===== config.mk =====
export PLATFORM = sky130hd
export DESIGN_NAME = burst_gen
export DESIGN_NICKNAME = d
export VERILOG_FILES = /design/src/rtl/burst_pkg.sv /design/src/rtl/burst_cnt.sv /design/src/rtl/burst_ctrl.sv /design/src/rtl/burst_gen.sv
export SDC_FILE = /design/constraint.sdc
export NUM_CORES = 1
export LEC_CHECK = 0
export BUFFER_PORTS_ARGS = -buffer_cell sky130_fd_sc_hd__buf_2
export CAP_MARGIN = 20
export CORE_ASPECT_RATIO = 0.6
export CORE_MARGIN = 2
export CORE_UTILIZATION = 50
export DETAILED_ROUTE_END_ITERATION = 8
export GPL_ROUTABILITY_DRIVEN = 1
export PLACE_DENSITY = 0.78
export SYNTH_ARGS = -nofsm -noshare
export SYNTH_HDL_FRONTEND = slang
export SYNTH_SLANG_ARGS = --single-unit

===== constraint.sdc =====
create_clock -name clk -period 2.06 [get_ports clk]
set_input_delay 0.206 -clock clk [delete_from_list [all_inputs] [get_ports clk]]
set_output_delay 0.206 -clock clk [all_outputs]
set_load 0.01 [all_outputs]

===== src/rtl/burst_pkg.sv =====
package burst_pkg;
  typedef enum logic [1:0] {
    ST_IDLE = 2'd0,
    ST_LOW  = 2'd1,
    ST_HIGH = 2'd2
  } burst_state_t;
endpackage


===== src/rtl/burst_cnt.sv =====
module burst_cnt #(
  parameter int W = 8
) (
  input  logic         clk,
  input  logic         rst_n,
  input  logic         clr,
  input  logic         inc,
  output logic [W-1:0] q
);
  logic [W-1:0] q_nxt;
  logic         en;

  assign en    = clr | inc;
  assign q_nxt = clr ? '0 : q + W'(1);

  always_ff @(posedge clk or negedge rst_n) begin
    if (!rst_n)  q <= '0;
    else if (en) q <= q_nxt;
  end
endmodule


===== src/rtl/burst_ctrl.sv =====
module burst_ctrl
  import burst_pkg::*;
(
  input  logic clk,
  input  logic rst_n,
  input  logic start,
  input  logic thr_ok,
  input  logic hit_rise,
  input  logic hit_fall,
  input  logic last,
  output logic cnt_clr,
  output logic cnt_inc,
  output logic loop_clr,
  output logic loop_inc,
  output logic cap_en,
  output logic active,
  output logic wave_q,
  output logic done_q
);
  burst_state_t st, st_nxt;
  logic wave_nxt, done_nxt;

  always_comb begin
    st_nxt   = st;
    cnt_clr  = 1'b0;
    cnt_inc  = 1'b0;
    loop_clr = 1'b0;
    loop_inc = 1'b0;
    cap_en   = 1'b0;
    wave_nxt = wave_q;
    done_nxt = 1'b0;
    unique case (st)
      ST_IDLE: begin
        cnt_clr  = 1'b1;
        loop_clr = 1'b1;
        wave_nxt = 1'b0;
        if (start && thr_ok) begin
          cap_en = 1'b1;
          st_nxt = ST_LOW;
        end
      end
      ST_LOW: begin
        cnt_inc = 1'b1;
        if (hit_rise) begin
          wave_nxt = 1'b1;
          loop_inc = 1'b1;
          st_nxt   = ST_HIGH;
        end
      end
      ST_HIGH: begin
        if (hit_fall) begin
          wave_nxt = 1'b0;
          cnt_clr  = 1'b1;
          if (last) begin
            loop_clr = 1'b1;
            done_nxt = 1'b1;
            st_nxt   = ST_IDLE;
          end else begin
            st_nxt = ST_LOW;
          end
        end else begin
          cnt_inc = 1'b1;
        end
      end
      default: st_nxt = ST_IDLE;
    endcase
  end

  always_ff @(posedge clk or negedge rst_n) begin
    if (!rst_n) begin
      st     <= ST_IDLE;
      wave_q <= 1'b0;
      done_q <= 1'b0;
    end else begin
      st     <= st_nxt;
      wave_q <= wave_nxt;
      done_q <= done_nxt;
    end
  end

  assign active = (st != ST_IDLE);
endmodule


===== src/rtl/burst_gen.sv =====
module burst_gen #(
  parameter int CNT_W  = 8,
  parameter int PULSES = 50
) (
  input  logic             clk,
  input  logic             rst_n,
  input  logic             start,
  input  logic [CNT_W-1:0] rise_at,
  input  logic [CNT_W-1:0] fall_at,
  output logic             wave,
  output logic             busy,
  output logic             done
);
  localparam int LOOP_W = $clog2(PULSES + 1);

  logic [1:0]        rst_sync;
  logic              rst_n_i;
  logic [CNT_W-1:0]  rise_q, fall_q, phase;
  logic [LOOP_W-1:0] loops;
  logic cnt_clr, cnt_inc, loop_clr, loop_inc, cap_en;

  always_ff @(posedge clk or negedge rst_n) begin
    if (!rst_n) rst_sync <= 2'b00;
    else        rst_sync <= {rst_sync[0], 1'b1};
  end
  assign rst_n_i = rst_sync[1];

  always_ff @(posedge clk or negedge rst_n_i) begin
    if (!rst_n_i) begin
      rise_q <= '0;
      fall_q <= '0;
    end else if (cap_en) begin
      rise_q <= rise_at;
      fall_q <= fall_at;
    end
  end

  burst_cnt #(.W(CNT_W)) u_phase (
    .clk(clk), .rst_n(rst_n_i), .clr(cnt_clr), .inc(cnt_inc), .q(phase)
  );

  burst_cnt #(.W(LOOP_W)) u_loops (
    .clk(clk), .rst_n(rst_n_i), .clr(loop_clr), .inc(loop_inc), .q(loops)
  );

  burst_ctrl u_ctrl (
    .clk      (clk),
    .rst_n    (rst_n_i),
    .start    (start),
    .thr_ok   (rise_at < fall_at),
    .hit_rise (phase == rise_q),
    .hit_fall (phase == fall_q),
    .last     (loops == LOOP_W'(PULSES)),
    .cnt_clr  (cnt_clr),
    .cnt_inc  (cnt_inc),
    .loop_clr (loop_clr),
    .loop_inc (loop_inc),
    .cap_en   (cap_en),
    .active   (busy),
    .wave_q   (wave),
    .done_q   (done)
  );
endmodule


== After elaboration in Yosys (flattened, before gate mapping) ==
Index checks and enable logic that the tools add are counted.
Storage, ports and cells
  flip-flop bits (word level): 36
  input bits: 19
  output and inout port bits: 3
  logic and storage cells: 49
Cells by class
  $add $sub $neg: 2
  magnitude comparators: 1
  equal/unequal tests: 8
  mux-type cells: 22
  bitwise operators: 2
  reductions and logical operators: 6
Operator list (number)
  $eq 8x8->1: 2
  $mux 1: 12
  $add 8x1->8 const B: 1
  $lt 8x8->1: 1
  $mux 8: 1
  $add 6x1->6 const B: 1
  $eq 6x6->1 const B: 1
  $mux 2: 3
  $mux 6: 1
  $ne 2x1->1 const B: 3
  $pmux 1 s2: 3
  $pmux 2 s3: 1
  $reduce_and 3->1: 2
  $pmux 1 s3: 1
  $reduce_bool 3->1: 1
  $eq 2x1->1 const B: 1
  $eq 2x2->1 const B: 1
  $logic_not 2->1: 1
  $or 1x1->1: 2
  $reduce_bool 2->1: 1
  $logic_and 1x1->1: 1

== Longest topological paths before layout ==
  word-level depth: 5
  mapped depth: 7
  depth with buffers taken out: 6

== Modules after synthesis ==
A second synthesis with hierarchy kept.
Second synthesis, totals
  cell total of the unflattened synthesis: 178
  area, all modules: 2060.7 um^2
By module, submodules not included
  burst_gen: instances 1, cells each 86, area each 1062.3 um^2, sequential area each 450.4 um^2
  burst_cnt (u_phase): instances 1, cells each 37, area each 396.6 um^2, sequential area each 200.2 um^2
  burst_ctrl: instances 1, cells each 31, area each 332.8 um^2, sequential area each 100.1 um^2
  burst_cnt (u_loops): instances 1, cells each 24, area each 269.0 um^2, sequential area each 150.1 um^2

== Worst setup path after synthesis ==
No wires, ideal clock.
  path type: reg-to-reg
  start point: register u_ctrl.st[1]
  end point: register fall_q[5]
  setup time: 0.125 ns
  data arrival time: 2.011 ns
  data required time: 1.935 ns
  slack: -0.076 ns
  cell stages (with the launch flop): 7
  buffers on the path: 2
  clock period less this slack: 2.136 ns
  cells stage by stage: dfrtp_1 buf_6 or2_4 or3b_4 a221oi_4 buf_12 mux2_4
On the way
  cells in the longest elaborated chain, start to end: 2
Ends and longest elaborated chain
  start: declaration: RTL line burst_ctrl.sv:20  | burst_state_t st, st_nxt;
  start signal: assignment: RTL line burst_ctrl.sv:75  | st <= st_nxt;
  $logic_not 2->1: RTL line burst_ctrl.sv:32  | unique case (st)
  $mux 1: RTL line burst_ctrl.sv:32
  end signal: assignment: RTL line burst_gen.sv:34  | fall_q <= fall_at;
  end: declaration: RTL line burst_gen.sv:18  | logic [CNT_W-1:0] rise_q, fall_q, phase;
Every way passes these cells.
A chain may end at the register's enable or synchronous reset.

== Final worst setup path ==
  start point: register u_ctrl.st[0]
  end point: register fall_q[7]
The elaborated chain is that of the path after synthesis.

==> impl_metrics.yaml <==
status:
  status: "complete, no violations"
cells_and_area:
  filler_cell_count: 319
  flow.area_growth_from_synthesis_pct: 14.3
  final_net_count: 240
  postLayoutCoreUtil_pct: 60.9
  post_route_cells_drive_above_1_share_pct: 27.4
  antenna_cells_inserted: 0
route:
  routedWlPerCell_um: 15.3
  met2RoutedLength_mm: 1.58
  detail-route-antenna-nets: 0
  route.vias.total: 1374
  route.detailed.vias_per_inst: 5.31
  met3RoutedLength_um: 179
  routedLengthMet1_mm: 2.18
  drt-initial-drc-count: 95
  routed.top_layer: "met4"
  drt-pass1-iter-count: 4
  finalWirelength_mm: 3.97
  drc_errors: 0
worst_hold_path:
  hp-class: "input pin to register"
logic_synthesis:
  sequential_cell_area_fraction_in_the_yosys_report_pct: 45.2
  synthesis.area_per_instance_um2: 11.0
  synth_nets: 210
  post_synth_main_area_contributors: "dfrtp_1 45%, xnor2_1 7.0%, mux2_4 6.8%"
  yosys_synthesis_warning_count: 0
  yosys.cell_count.top_type: "dfrtp_1"
  syn_area_um2: 1990
  synth_flop_cell: "dfrtp_1"
  synth.largest_area_cell: "dfrtp_1"
  synth_edf_count: 0
  synth_top_area_share_pct: 45.2
  synthCells: 181
  synth-seq-cells: 36
  synthArstFlopShare_pct: 100
  synth.distinct_cells: 36
  post_synth_most_frequent_cells: "36 x dfrtp_1, 16 x xnor2_1, 15 x nor2_1"
clock_network:
  htree_depth: 2
  worstSkewPairLatency_ps: 290
  clk_transition_reported_paths_ps: 70
  postCtsSetupRepairBufs: 0
  clk_path_buf_depth: 2
  cts_num_sinks: 36
  clock_tree.root_cell: "clkbuf_8"
  cts_hold_repair.buffers: 1
  inserted_clock_buffers: 5
  post_cts.resized_instances: 0
  tritoncts: "done"
power_and_ir_drop:
  power_per_cell_area_nw_per_um2: 1150
  fin_total_pwr_mw: 2.63
  fraction_of_power_spent_switching_nets_pct: 34.5
  power.ir.vdd_worst_mv: 0.709
  combinational_group_share_of_total_power_pct: 35.2
  power_report.internal_total_mw: 1.72
  leakagePower_nw: 1.06
  pwr-share-clk_pct: 19.6
  power_frac_seq_pct: 45.2
  power.switching_mw: 0.907
global_routing:
  global_route.overflow_total: 0
  largest_net_degree_at_the_start_of_global_routing: 35
  antenna_violations_before_repair: 0
  grt_usage_pct: 21.5
  grt_pass1_wl_mm: 6.94
  vias_in_the_first_global_route: 1377
floorplan:
  fp-row-count: 17
  top_level_ports: 22
  chipHeight_um: 52.9
  design.die.area_um2: 4520
  core_area_um2: 3740
  starting_utilization_of_the_core_area_pct: 53.2
  floorplan.die.width_um: 85.5
critical_path:
  kind_of_end_point_of_the_critical_path: "register"
  critical_path.cell_chain: "or2_4 -> or3b_4 -> a221oi_4 -> buf_12 -> mux2_2"
  cpMaxStageDelayCell: "or3b_4"
  worst_path_largest_cell_delay_ps: 400
  worstPathRequired_ps: 2230
  cp_max_fo: 17
  worstSetupPathType: "register to register"
  crit_path_start_kind: "register"
  crit_arrival_ps: 2130
timing:
  grt_setup_unrepaired: "false"
  final-setup-viol-count: 0
  finalHoldViolCount: 0
  maxClockFrequency_mhz: 510
  final.period_utilization_pct: 95.1
  slew_violations: 0
  final.setup.tns_ps: 0
  final.setup_skew_ps: 6.33
  final_period_minus_worst_setup_slack_ps: 1960
run:
  cap_viol_max_count: 0
place:
  place.detailed.hpwl_mm: 3.04
  io_buffer_count: 21
  gp_routability_congestion: 0.791
-- flip-flops by register name, indices dropped and copies added (netlist names) --
signal and cells:
u_ctrl.done_q 1, u_phase.q 8, fall_q 8, u_loops.q 6
u_ctrl.wave_q 1, rst_sync 2, rise_q 8, u_ctrl.st 2
-- cells by family after synthesis --
family	synth area share (%)
multiplexers	10.7
other	0.188
AO/OA/AOI/OAI	7.72
flip-flops	45.2
AND/OR/NAND/NOR	13.5
XOR/XNOR	11.4
buffers and inverters	4.96
adder cells (fa/ha/maj)	6.28
-- metrics by stage --
stage,area (µm²),setup WS (ps),hold slack [ps],cells
floorplan,1990,-35.4,-89.6,181
global placement,2180,57.7,-6.40,250
detailed placement,2180,11.1,-1.15,250
CTS,2280,98.1,152,259
global route,2280,16.1,148,259
finish,2280,101,168,259
-- worst max-delay path: cells and delay by family (launching register included) --
family	cells	cell delay, ps
flip-flops	1	380
buffers and inverters	1	210
AO/OA/AOI/OAI	1	230
AND/OR/NAND/NOR	2	680
multiplexers	1	350
-- layout by cell type, fill, tap and decap left out, types with 2 or more instances in the layout --
| master | n |
|---|---|
| dfrtp_1 | 36 |
| buf_2 | 21 |
| xnor2_1 | 16 |
| nor2_1 | 15 |
| inv_1 | 14 |
| xor2_1 | 10 |
| ha_1 | 10 |
| nand2_1 | 9 |
| mux2_4 | 9 |
| mux2_2 | 7 |
| clkbuf_8 | 6 |
| buf_4 | 6 |
| nor3_1 | 5 |
| nand3_1 | 5 |
| nor4_1 | 5 |
| a21oi_1 | 5 |
| nand4_1 | 4 |
| o31ai_1 | 4 |
| o21ai_0 | 3 |
| a211oi_1 | 2 |
| clkinv_2 | 2 |
-- layout make-up --
cell class / count / area (µm²) / area share (%)
clock inverter: 2 / 10.0 / 0.439
timing repair buffer: 29 / 180 / 7.91
sequential: 36 / 901 / 39.5
clock buffer: 6 / 82.6 / 3.62
inverter: 14 / 52.6 / 2.31
tap: 47 / 58.8 / 2.58
multi-input combinational: 125 / 993 / 43.6
-- power groups by stage --
stage          combinational, mW  clock, mW  sequential, mW
6_report                   0.924      0.515            1.19
5_1_grt                     1.04      0.583            1.22
4_1_cts                    0.932      0.536            1.19
3_5_place_dp               0.927          0            1.20
3_3_place_gp               0.889          0            1.19
2_1_floorplan              0.761          0            1.11
-- metal layers --
metal / global-route usage, % / vias to the layer above
met3: 7.96 / 4
met2: 29.4 / 31
met4: 6.35 / 0
met1: 31.3 / 656
li1: - / 683
met5: 0 / -
-- worst paths after layout --
| kind | from | end | slack [ps] | cells after the start |
|---|---|---|---|---|
| max | u_ctrl.st[0] | fall_q[7] | 100 | 5 |
| min reg2reg | rst_sync[1] | u_phase.q[6] | 270 | 1 |
| min in group asynchronous | rst_n | rst_sync[1] | 220 | 2 |
| max reg2reg | u_ctrl.st[0] | fall_q[7] | 100 | 5 |
| min | fall_at[3] | fall_q[3] | 170 | 2 |
| max in group asynchronous | rst_sync[1] | fall_q[1] | 1480 | 1 |
Note: power is estimated with default switching activity, not from simulation.
